===== config.mk =====
export PLATFORM = sky130hd
export DESIGN_NAME = gpio_ioc_unit
export DESIGN_NICKNAME = d
export VERILOG_FILES = /design/src/rtl/gpio_ioc_pkg.sv /design/src/rtl/gpio_ioc_sync.sv /design/src/rtl/gpio_ioc_detect.sv /design/src/rtl/gpio_ioc_latch.sv /design/src/rtl/gpio_ioc_drive.sv /design/src/rtl/gpio_ioc_unit.sv
export SDC_FILE = /design/constraint.sdc
export NUM_CORES = 1
export LEC_CHECK = 0
export ABC_CLOCK_PERIOD_IN_PS = 6100
export BUFFER_PORTS_ARGS = -buffer_cell sky130_fd_sc_hd__clkbuf_2
export CELL_PAD_IN_SITES_DETAIL_PLACEMENT = 1
export CELL_PAD_IN_SITES_GLOBAL_PLACEMENT = 2
export CORE_ASPECT_RATIO = 0.5
export CORE_MARGIN = 3
export CORE_UTILIZATION = 33
export DETAILED_ROUTE_END_ITERATION = 8
export PLACE_DENSITY = 0.82
export SLEW_MARGIN = 20
export SYNTH_ARGS = -nofsm -noshare
export SYNTH_HDL_FRONTEND = slang
export SYNTH_SLANG_ARGS = --single-unit

===== constraint.sdc =====
create_clock -name clk -period 6.1 [get_ports clk]
set_input_delay 0.61 -clock clk [delete_from_list [all_inputs] [get_ports clk]]
set_output_delay 0.61 -clock clk [all_outputs]
set_load 0.05 [all_outputs]

===== src/rtl/gpio_ioc_pkg.sv =====
package gpio_ioc_pkg;
   typedef struct packed {
      logic clr_on_cap;
      logic act_high;
      logic open_drain;
   } ioc_cfg_t;

   typedef enum logic [1:0] {
      DRV_PUSH_LOW  = 2'b00,
      DRV_PUSH_HIGH = 2'b01,
      DRV_OPEN      = 2'b10
   } ioc_drive_e;
endpackage


===== src/rtl/gpio_ioc_sync.sv =====
module gpio_ioc_sync #(
   parameter int NPINS       = 8,
   parameter int SYNC_STAGES = 2
) (
   input  logic             clk,
   input  logic             rst_n,
   input  logic [NPINS-1:0] raw_i,
   output logic [NPINS-1:0] sync_o
);
   generate
      if (SYNC_STAGES == 0) begin : g_bypass
         assign sync_o = raw_i;
      end else begin : g_chain
         logic [SYNC_STAGES-1:0][NPINS-1:0] stage_q;
         for (genvar s = 0; s < SYNC_STAGES; s++) begin : g_stage
            if (s == 0) begin : g_first
               always_ff @(posedge clk or negedge rst_n) begin
                  if (!rst_n) stage_q[s] <= '0;
                  else        stage_q[s] <= raw_i;
               end
            end else begin : g_next
               always_ff @(posedge clk or negedge rst_n) begin
                  if (!rst_n) stage_q[s] <= '0;
                  else        stage_q[s] <= stage_q[s-1];
               end
            end
         end
         assign sync_o = stage_q[SYNC_STAGES-1];
      end
   endgenerate
endmodule


===== src/rtl/gpio_ioc_detect.sv =====
module gpio_ioc_detect #(
   parameter int NPINS = 8
) (
   input  logic             clk,
   input  logic             rst_n,
   input  logic [NPINS-1:0] level_i,
   input  logic [NPINS-1:0] en_i,
   input  logic [NPINS-1:0] mode_i,
   input  logic [NPINS-1:0] ref_i,
   output logic [NPINS-1:0] trig_o
);
   logic [NPINS-1:0] prev_q;

   always_ff @(posedge clk or negedge rst_n) begin
      if (!rst_n) prev_q <= '0;
      else        prev_q <= level_i;
   end

   for (genvar p = 0; p < NPINS; p++) begin : g_pin
      logic differs;
      assign differs   = mode_i[p] ? (level_i[p] ^ ref_i[p]) : (level_i[p] ^ prev_q[p]);
      assign trig_o[p] = en_i[p] & differs;
   end

   // an edge-mode trigger needs a level change against the prior cycle
   a_r2_edge_needs_change: assert property (@(posedge clk) disable iff (!rst_n)
      ((trig_o & ~mode_i) != '0) |-> ((level_i ^ prev_q) != '0));
endmodule


===== src/rtl/gpio_ioc_latch.sv =====
module gpio_ioc_latch #(
   parameter int NPINS = 8
) (
   input  logic             clk,
   input  logic             rst_n,
   input  logic [NPINS-1:0] trig_i,
   input  logic [NPINS-1:0] level_i,
   input  logic             clr_i,
   output logic             pending_o,
   output logic [NPINS-1:0] flag_o,
   output logic [NPINS-1:0] cap_o
);
   localparam logic [NPINS-1:0] ONE = {{(NPINS-1){1'b0}}, 1'b1};

   logic [NPINS-1:0] first_hit;
   logic             take;

   assign first_hit = trig_i & (~trig_i + ONE);
   assign take      = !pending_o && !clr_i && (trig_i != '0);

   always_ff @(posedge clk or negedge rst_n) begin
      if (!rst_n) begin
         pending_o <= 1'b0;
         flag_o    <= '0;
         cap_o     <= '0;
      end else if (clr_i) begin
         pending_o <= 1'b0;
         flag_o    <= '0;
      end else if (take) begin
         pending_o <= 1'b1;
         flag_o    <= first_hit;
         cap_o     <= level_i;
      end
   end

   // one cause bit while pending, none while idle
   a_r4_flag_onehot: assert property (@(posedge clk) disable iff (!rst_n)
      pending_o |-> ($countones(flag_o) == 1));
   a_r4_flag_idle: assert property (@(posedge clk) disable iff (!rst_n)
      !pending_o |-> (flag_o == '0));
   // snapshot frozen while pending
   a_r6_cap_frozen: assert property (@(posedge clk) disable iff (!rst_n)
      (pending_o && !clr_i) |=> ($stable(cap_o) && $stable(flag_o)));
   // clear wins and leaves the unit idle for one cycle
   a_r8_clear_idle: assert property (@(posedge clk) disable iff (!rst_n)
      clr_i |=> !pending_o);
endmodule


===== src/rtl/gpio_ioc_drive.sv =====
module gpio_ioc_drive
   import gpio_ioc_pkg::*;
(
   input  logic     clk,
   input  logic     rst_n,
   input  logic     active_i,
   input  ioc_cfg_t cfg_i,
   output logic     pin_o,
   output logic     oe_o
);
   ioc_drive_e drv;

   always_comb begin
      if (cfg_i.open_drain)    drv = DRV_OPEN;
      else if (cfg_i.act_high) drv = DRV_PUSH_HIGH;
      else                     drv = DRV_PUSH_LOW;
   end

   always_comb begin
      unique case (drv)
         DRV_OPEN: begin
            pin_o = 1'b0;
            oe_o  = active_i;
         end
         DRV_PUSH_HIGH: begin
            pin_o = active_i;
            oe_o  = 1'b1;
         end
         default: begin
            pin_o = !active_i;
            oe_o  = 1'b1;
         end
      endcase
   end

   // open-drain never drives high
   a_r10_od_low: assert property (@(posedge clk) disable iff (!rst_n)
      cfg_i.open_drain |-> (!pin_o && (oe_o == active_i)));
   // push-pull always enabled
   a_r9_pp_enabled: assert property (@(posedge clk) disable iff (!rst_n)
      !cfg_i.open_drain |-> oe_o);
endmodule


===== src/rtl/gpio_ioc_unit.sv =====
module gpio_ioc_unit
   import gpio_ioc_pkg::*;
#(
   parameter int NPINS       = 8,
   parameter int SYNC_STAGES = 2
) (
   input  logic             clk,
   input  logic             rst_n,
   input  logic [NPINS-1:0] pin_async,
   input  logic [NPINS-1:0] irq_en,
   input  logic [NPINS-1:0] cmp_mode,
   input  logic [NPINS-1:0] ref_val,
   input  logic             cfg_clr_on_cap,
   input  logic             cfg_act_high,
   input  logic             cfg_open_drain,
   input  logic             rd_port,
   input  logic             rd_cap,
   output logic [NPINS-1:0] port_o,
   output logic [NPINS-1:0] flag_o,
   output logic [NPINS-1:0] cap_o,
   output logic             irq_o,
   output logic             irq_oe
);
   generate
      if (NPINS < 1 || NPINS > 32) begin : g_bad_width
         $error("gpio_ioc_unit: NPINS must lie in 1..32");
      end
      if (SYNC_STAGES < 0 || SYNC_STAGES > 4) begin : g_bad_sync
         $error("gpio_ioc_unit: SYNC_STAGES must lie in 0..4");
      end
   endgenerate

   ioc_cfg_t         cfg;
   logic [NPINS-1:0] level;
   logic [NPINS-1:0] trig;
   logic             clr_evt;
   logic             pending;

   assign cfg     = '{clr_on_cap: cfg_clr_on_cap, act_high: cfg_act_high,
                      open_drain: cfg_open_drain};
   assign clr_evt = cfg.clr_on_cap ? rd_cap : rd_port;
   assign port_o  = level;

   gpio_ioc_sync #(.NPINS(NPINS), .SYNC_STAGES(SYNC_STAGES)) u_sync (
      .clk(clk), .rst_n(rst_n), .raw_i(pin_async), .sync_o(level));

   gpio_ioc_detect #(.NPINS(NPINS)) u_detect (
      .clk(clk), .rst_n(rst_n), .level_i(level), .en_i(irq_en),
      .mode_i(cmp_mode), .ref_i(ref_val), .trig_o(trig));

   gpio_ioc_latch #(.NPINS(NPINS)) u_latch (
      .clk(clk), .rst_n(rst_n), .trig_i(trig), .level_i(level),
      .clr_i(clr_evt), .pending_o(pending), .flag_o(flag_o), .cap_o(cap_o));

   gpio_ioc_drive u_drive (
      .clk(clk), .rst_n(rst_n), .active_i(pending), .cfg_i(cfg),
      .pin_o(irq_o), .oe_o(irq_oe));

   // a newly latched cause is always an enabled pin
   a_r1_enabled_cause: assert property (@(posedge clk) disable iff (!rst_n)
      $rose(pending) |-> ((flag_o & ~$past(irq_en)) == '0));
   // the snapshot is the port level of the capturing cycle
   a_r5_cap_value: assert property (@(posedge clk) disable iff (!rst_n)
      $rose(pending) |-> (cap_o == $past(level)));
   // the unselected strobe leaves a pending interrupt alone
   a_r7_other_strobe: assert property (@(posedge clk) disable iff (!rst_n)
      (pending && !(cfg_clr_on_cap ? rd_cap : rd_port)) |=> pending);
endmodule


# == Word-level counts from Yosys, hierarchy flattened ==
# Cells that the tools add are included.
# classes
add_sub_neg,1
multipliers,0
div_mod_pow,0
order_cmp,0
n_eq_ne,2
n_shift,0
muxes,17
bitwise,27
reduce_logical,7
# op_table
cell,n
8-bit 2-to-1 mux,2
1-bit bitwise XOR,16
1-bit 2-to-1 mux,13
"8-bit by 1-bit adder with 8-bit output, second input constant",1
1-bit bitwise AND,8
8-bit bitwise AND,1
8-bit NOT,1
8-bit nonzero test,1
"2-bit by 1-bit == test with 1-bit output, second input constant",1
"2-bit == test, second input constant",1
1-bit logical AND,2
1-bit logical NOT,2
2-bit 2-to-1 mux,1
1-bit case mux with 2 select lines,1
2-bit AND reduction,1
2-bit nonzero test,1
1-bit NOT,1
# totals
register_bits,41
latchBits,0
ram_bits,0
mem_bits_ro,0
input_bits,39
output_inout_bits,26
n_memories,0

# == Longest topological paths before layout ==
# logic_depth
depth_word,8
ltp_mapped,6
ltp_nobuf,5

# == Cells and area by module ==
# From an unflattened synthesis, not the netlist that was laid out.
# hier_totals
cells_unflattened,135
hier_area_um2,1759.2
# by_module_without_submodules
mod,instances,cells_each,area_each_um2
gpio_ioc_latch,1,67,824.5
gpio_ioc_sync,1,24,460.4
gpio_ioc_detect,1,40,440.4
gpio_ioc_drive,1,3,18.8
gpio_ioc_unit,1,1,15.0

# == Worst setup path after synthesis ==
# OpenSTA, ideal clock, no wires.
# synth_timing
path_kind,input to register
start,input port cmp_mode[1]
end,register u_latch.cap_o[2]
arrival_time_ns,2.143
required_time_ns,5.975
setup_slack_ns,3.832
cell_stages,6
n_path_buf,1
path_cell_list,mux2i_1 > mux2i_1 > nor4_4 > a311o_4 > buf_6 > mux2_4
# synth_via
elab_chain_len,5
# synth_lines
item,line,text
"start, declared",gpio_ioc_unit.sv:11,"input logic [NPINS-1:0] cmp_mode,"
1-bit 2-to-1 mux,gpio_ioc_detect.sv:21,assign differs = mode_i[p] ? (level_i[p] ^ ref_i[p]) : (level_i[p] ^ prev_q[p]);
1-bit bitwise AND,gpio_ioc_detect.sv:22,assign trig_o[p] = en_i[p] & differs;
8-bit nonzero test,gpio_ioc_latch.sv:19,assign take = !pending_o && !clr_i && (trig_i != '0);
1-bit logical AND,gpio_ioc_latch.sv:19,
2-bit AND reduction (no source line),--,
"end signal, assigned",gpio_ioc_latch.sv:32,cap_o <= level_i;
"end, declared",gpio_ioc_latch.sv:11,output logic [NPINS-1:0] cap_o
# No other way between the ends.
# A chain may end at the register's enable or synchronous reset.

# == Final worst setup path ==
# layout_timing
start,input port cmp_mode[0]
end,register u_latch.cap_o[0]
# The elaborated chain is that of the path after synthesis.

==> results_dict.tcl <==
set metrics [dict create \
    status "completed" \
    synth_cell_type_count 29 \
    antenna_cells 0 \
    fin_nets 230 \
    synth.area.top_cells "dfrtp_1, mux2i_1, mux2_2, mux2_4, buf_4" \
    synth_top_area_share_pct 59.21 \
    synth_compound_area_share_pct 3.827 \
    startpoint_type "primary input" \
    cts-resized-gates 0 \
    start_util_pct 36.70 \
    ctsHoldBuffers 0 \
    drive_above_1_share_pct 45.31 \
    numClockSinks 41 \
    clk_path_buf_depth 2 \
    tritoncts "built" \
    synthCells 130 \
    hold_start "u_sync.g_chain.stage_q[4]$_DFF_PN0_" \
    stdcell_area_um2 2147 \
    clock_skew_ns 0.009399 \
    fin_crit_sh_pct 36.12 \
    port_buffers 64 \
    path_cells "clkbuf_2 -> mux2i_1 -> mux2i_1 -> nor4_4 -> a311o_4 -> mux2_2" \
    critical_path.most_common_cell "mux2i_1" \
    drc 0 \
    hpwl_um 2914 \
    antenna_found_initial 0 \
    cap_violations 0 \
    hold-path-cell-count 0 \
    die_h_um 57.24 \
    yosys_warnings 0 \
    slew_violations 0 \
    slew_headroom_pct 40.89 \
    finalSetupTns_ns 0 \
    crit_start "cmp_mode[0]" \
    synth-xor-area-share_pct 1.011 \
    ios 65 \
    ff2ff_path_depth 5 \
    syn_avg_cell_area_um2 13.33 \
    wl_per_cell_um 14.36 \
    rr_endpoint "u_latch.cap_o[0]$_DFFE_PN0P_" \
    dieArea_um2 6209 \
    ys_seq_area_share_pct 59.21 \
    synth-simple-area-share_pct 12.13 \
    grt_max_degree 42 \
    max_freq_mhz 453.9 \
    numCtsBuffers 5 \
    arrival_ns 2.39 \
    slowest_delay_ns 0.46 \
    tightest_slew_ns 0.8867 \
    clk_pin_slew_ns 0.08 \
    filler_cell_count 550 \
    vdd_drop_max_v 0.0001268 \
    multi_input_area_um2 628.1 \
    hold_class "flop to flop" \
    cpMaxStageDelayCell "nor4_4" \
    rows 17 \
    globalplace.congestion 0.7091 \
    viasPerCell 4.558 \
    grt_usage_pct 13.29 \
    period_minus_slack_ns 2.203 \
    synth_top_area_cell "dfrtp_1" \
    area_growth_pct 23.90 \
    synthesis.area_um2 1733 \
    route.vias.total 1176 \
    setup_viol 0 \
    drt_iter0_markers 40 \
    grt_pass1_vias 1345 \
    dieWidth_um 108.5 \
    ant_nets 0 \
    syn_nets 169 \
    coreArea_um2 4722 \
    powerDensity_nw_per_um2 309.6 \
    drt_first_pass_iters 4 \
    ys_ff_latch 41 \
    wl_um 3704 \
    clock_latency_ns 0.30 \
    post_cts_buffers 0 \
    hold_viol_final 0 \
    rsz0062_at_grt "false" \
    htreeDepth 2 \
    synth_mux_area_share_pct 19.28 \
    dpl_cell_area_um2 2061 \
    rrSetupSlack_ns 3.99 \
    globalRouteOverflowTotal 0 \
    ctsRootBufferMaster "clkbuf_8" \
    critPathKind "primary input to flop" \
    synth-adder-area-share_pct 0 \
    leakage_uw 0.001102 \
    crit_required_ns 6.28 \
    critPathCaptureType "flop" \
    reg2reg_from "u_detect.prev_q[0]$_DFF_PN0_" \
    crit_end "u_latch.cap_o[0]$_DFFE_PN0P_" \
    grt_pass1_wl_um 6410 \
    seqCellArea_um2 1026 \
    synth_top_family_by_area "multiplexers" \
    cp_max_fo 13 \
]
## how the worst min path moves through the flow
stage	endpoint	slack (ns)
2_1_floorplan	u_detect.prev_q[0]$_DFF_PN0_	0.31
3_3_place_gp	u_sync.sync_o[6]$_DFF_PN0_	0.33
3_5_place_dp	u_sync.sync_o[2]$_DFF_PN0_	0.34
4_1_cts	u_sync.sync_o[2]$_DFF_PN0_	0.36
5_1_grt	u_sync.sync_o[1]$_DFF_PN0_	0.36
6_report	u_sync.sync_o[4]$_DFF_PN0_	0.35
## placed cells by master (no fill, tap or decap), types with 2 or more instances in the layout
| cell | synthesis | final |
|---|---|---|
| clkbuf_8 | 0 | 5 |
| and2_1 | 2 | 2 |
| mux2_2 | 7 | 7 |
| nor2_1 | 4 | 4 |
| dfrtp_1 | 41 | 41 |
| a21oi_1 | 2 | 2 |
| mux2_4 | 5 | 5 |
| nor3_1 | 2 | 2 |
| nand2b_1 | 6 | 6 |
| nand2_1 | 16 | 16 |
| clkinv_2 | 0 | 2 |
| mux2i_1 | 18 | 18 |
| clkbuf_2 | 0 | 63 |
| nand4_1 | 2 | 2 |
## state kept, by name, summed over array words and instances, names as in the netlist
signal	flops
u_latch.flag_o	8
u_detect.prev_q	8
u_latch.pending_o	1
u_latch.cap_o	8
u_sync.g_chain.stage_q	8
u_sync.sync_o	8
## synth_stat cells
cell and instances:
and3_1 1, dfrtp_1 41, a32o_1 1, buf_4 8, nand2b_1 6, nand3b_1 1, a31oi_1 1, mux2i_1 18
and4_1 1, o31a_1 1, clkbuf_1 1, nor3_1 2, mux2_4 5, nor4_4 1, o221a_2 1, a21oi_1 2
a311o_4 1, or4_1 1, nor2b_1 1, mux2_2 7, xor2_1 1, xnor2_1 1, nand4_1 2, nand2_1 16
inv_1 1, nand3_1 1, and2_1 2, nor2_1 4, buf_6 1
## where the power goes
group	leakage [µW]	total, µW	switching, µW	internal, µW
sequential	0.000495	314	16.5	297
clock	0.0000439	174	95.3	79.0
combinational	0.000563	177	120	57.0
## per-stage QoR
step | hold slack, ns | setup WS (ns) | utilization (%) | total power, µW | instances
floorplan | 0.3144 | 3.832 | - | 449.6 | 130
global placement | 0.3312 | 3.632 | 43.64 | 494.3 | 250
detailed placement | 0.3363 | 3.563 | 43.64 | 498.5 | 250
CTS | 0.3555 | 3.886 | 45.47 | 675.8 | 258
global route | 0.3568 | 3.770 | 45.47 | 699.7 | 258
finish | 0.3494 | 3.897 | 45.47 | 664.8 | 258
## logic make-up after synthesis
logic type             after synthesis
flip-flops                          41
AND/OR/NAND/NOR                     39
buffers and inverters               11
XOR/XNOR                             2
multiplexers                        30
AO/OA/AOI/OAI                        7
## area by class of cell
cell class                 instances  share of cell area (%)
clock buffer                       5                   3.205
clock inverter                     3                  0.8159
inverter                           1                  0.1748
multi-input combinational         78                   29.25
sequential                        41                   47.79
tap                               66                   3.846
timing repair buffer              64                   14.92
## layer usage
layer	part of all wire [%]	global-route usage [%]
met4	1.5	5.396
met1	43	16.31
met3	5.8	4.068
met5	0	0
met2	50	22.04
## critical path: cells and delay by family
kind	cells	cell delay, ns
simple gates	1	0.46
buf+inv	1	0.08
compound gates	1	0.46
mux	3	0.76
No activity file was read; power rests on OpenSTA's default activity.
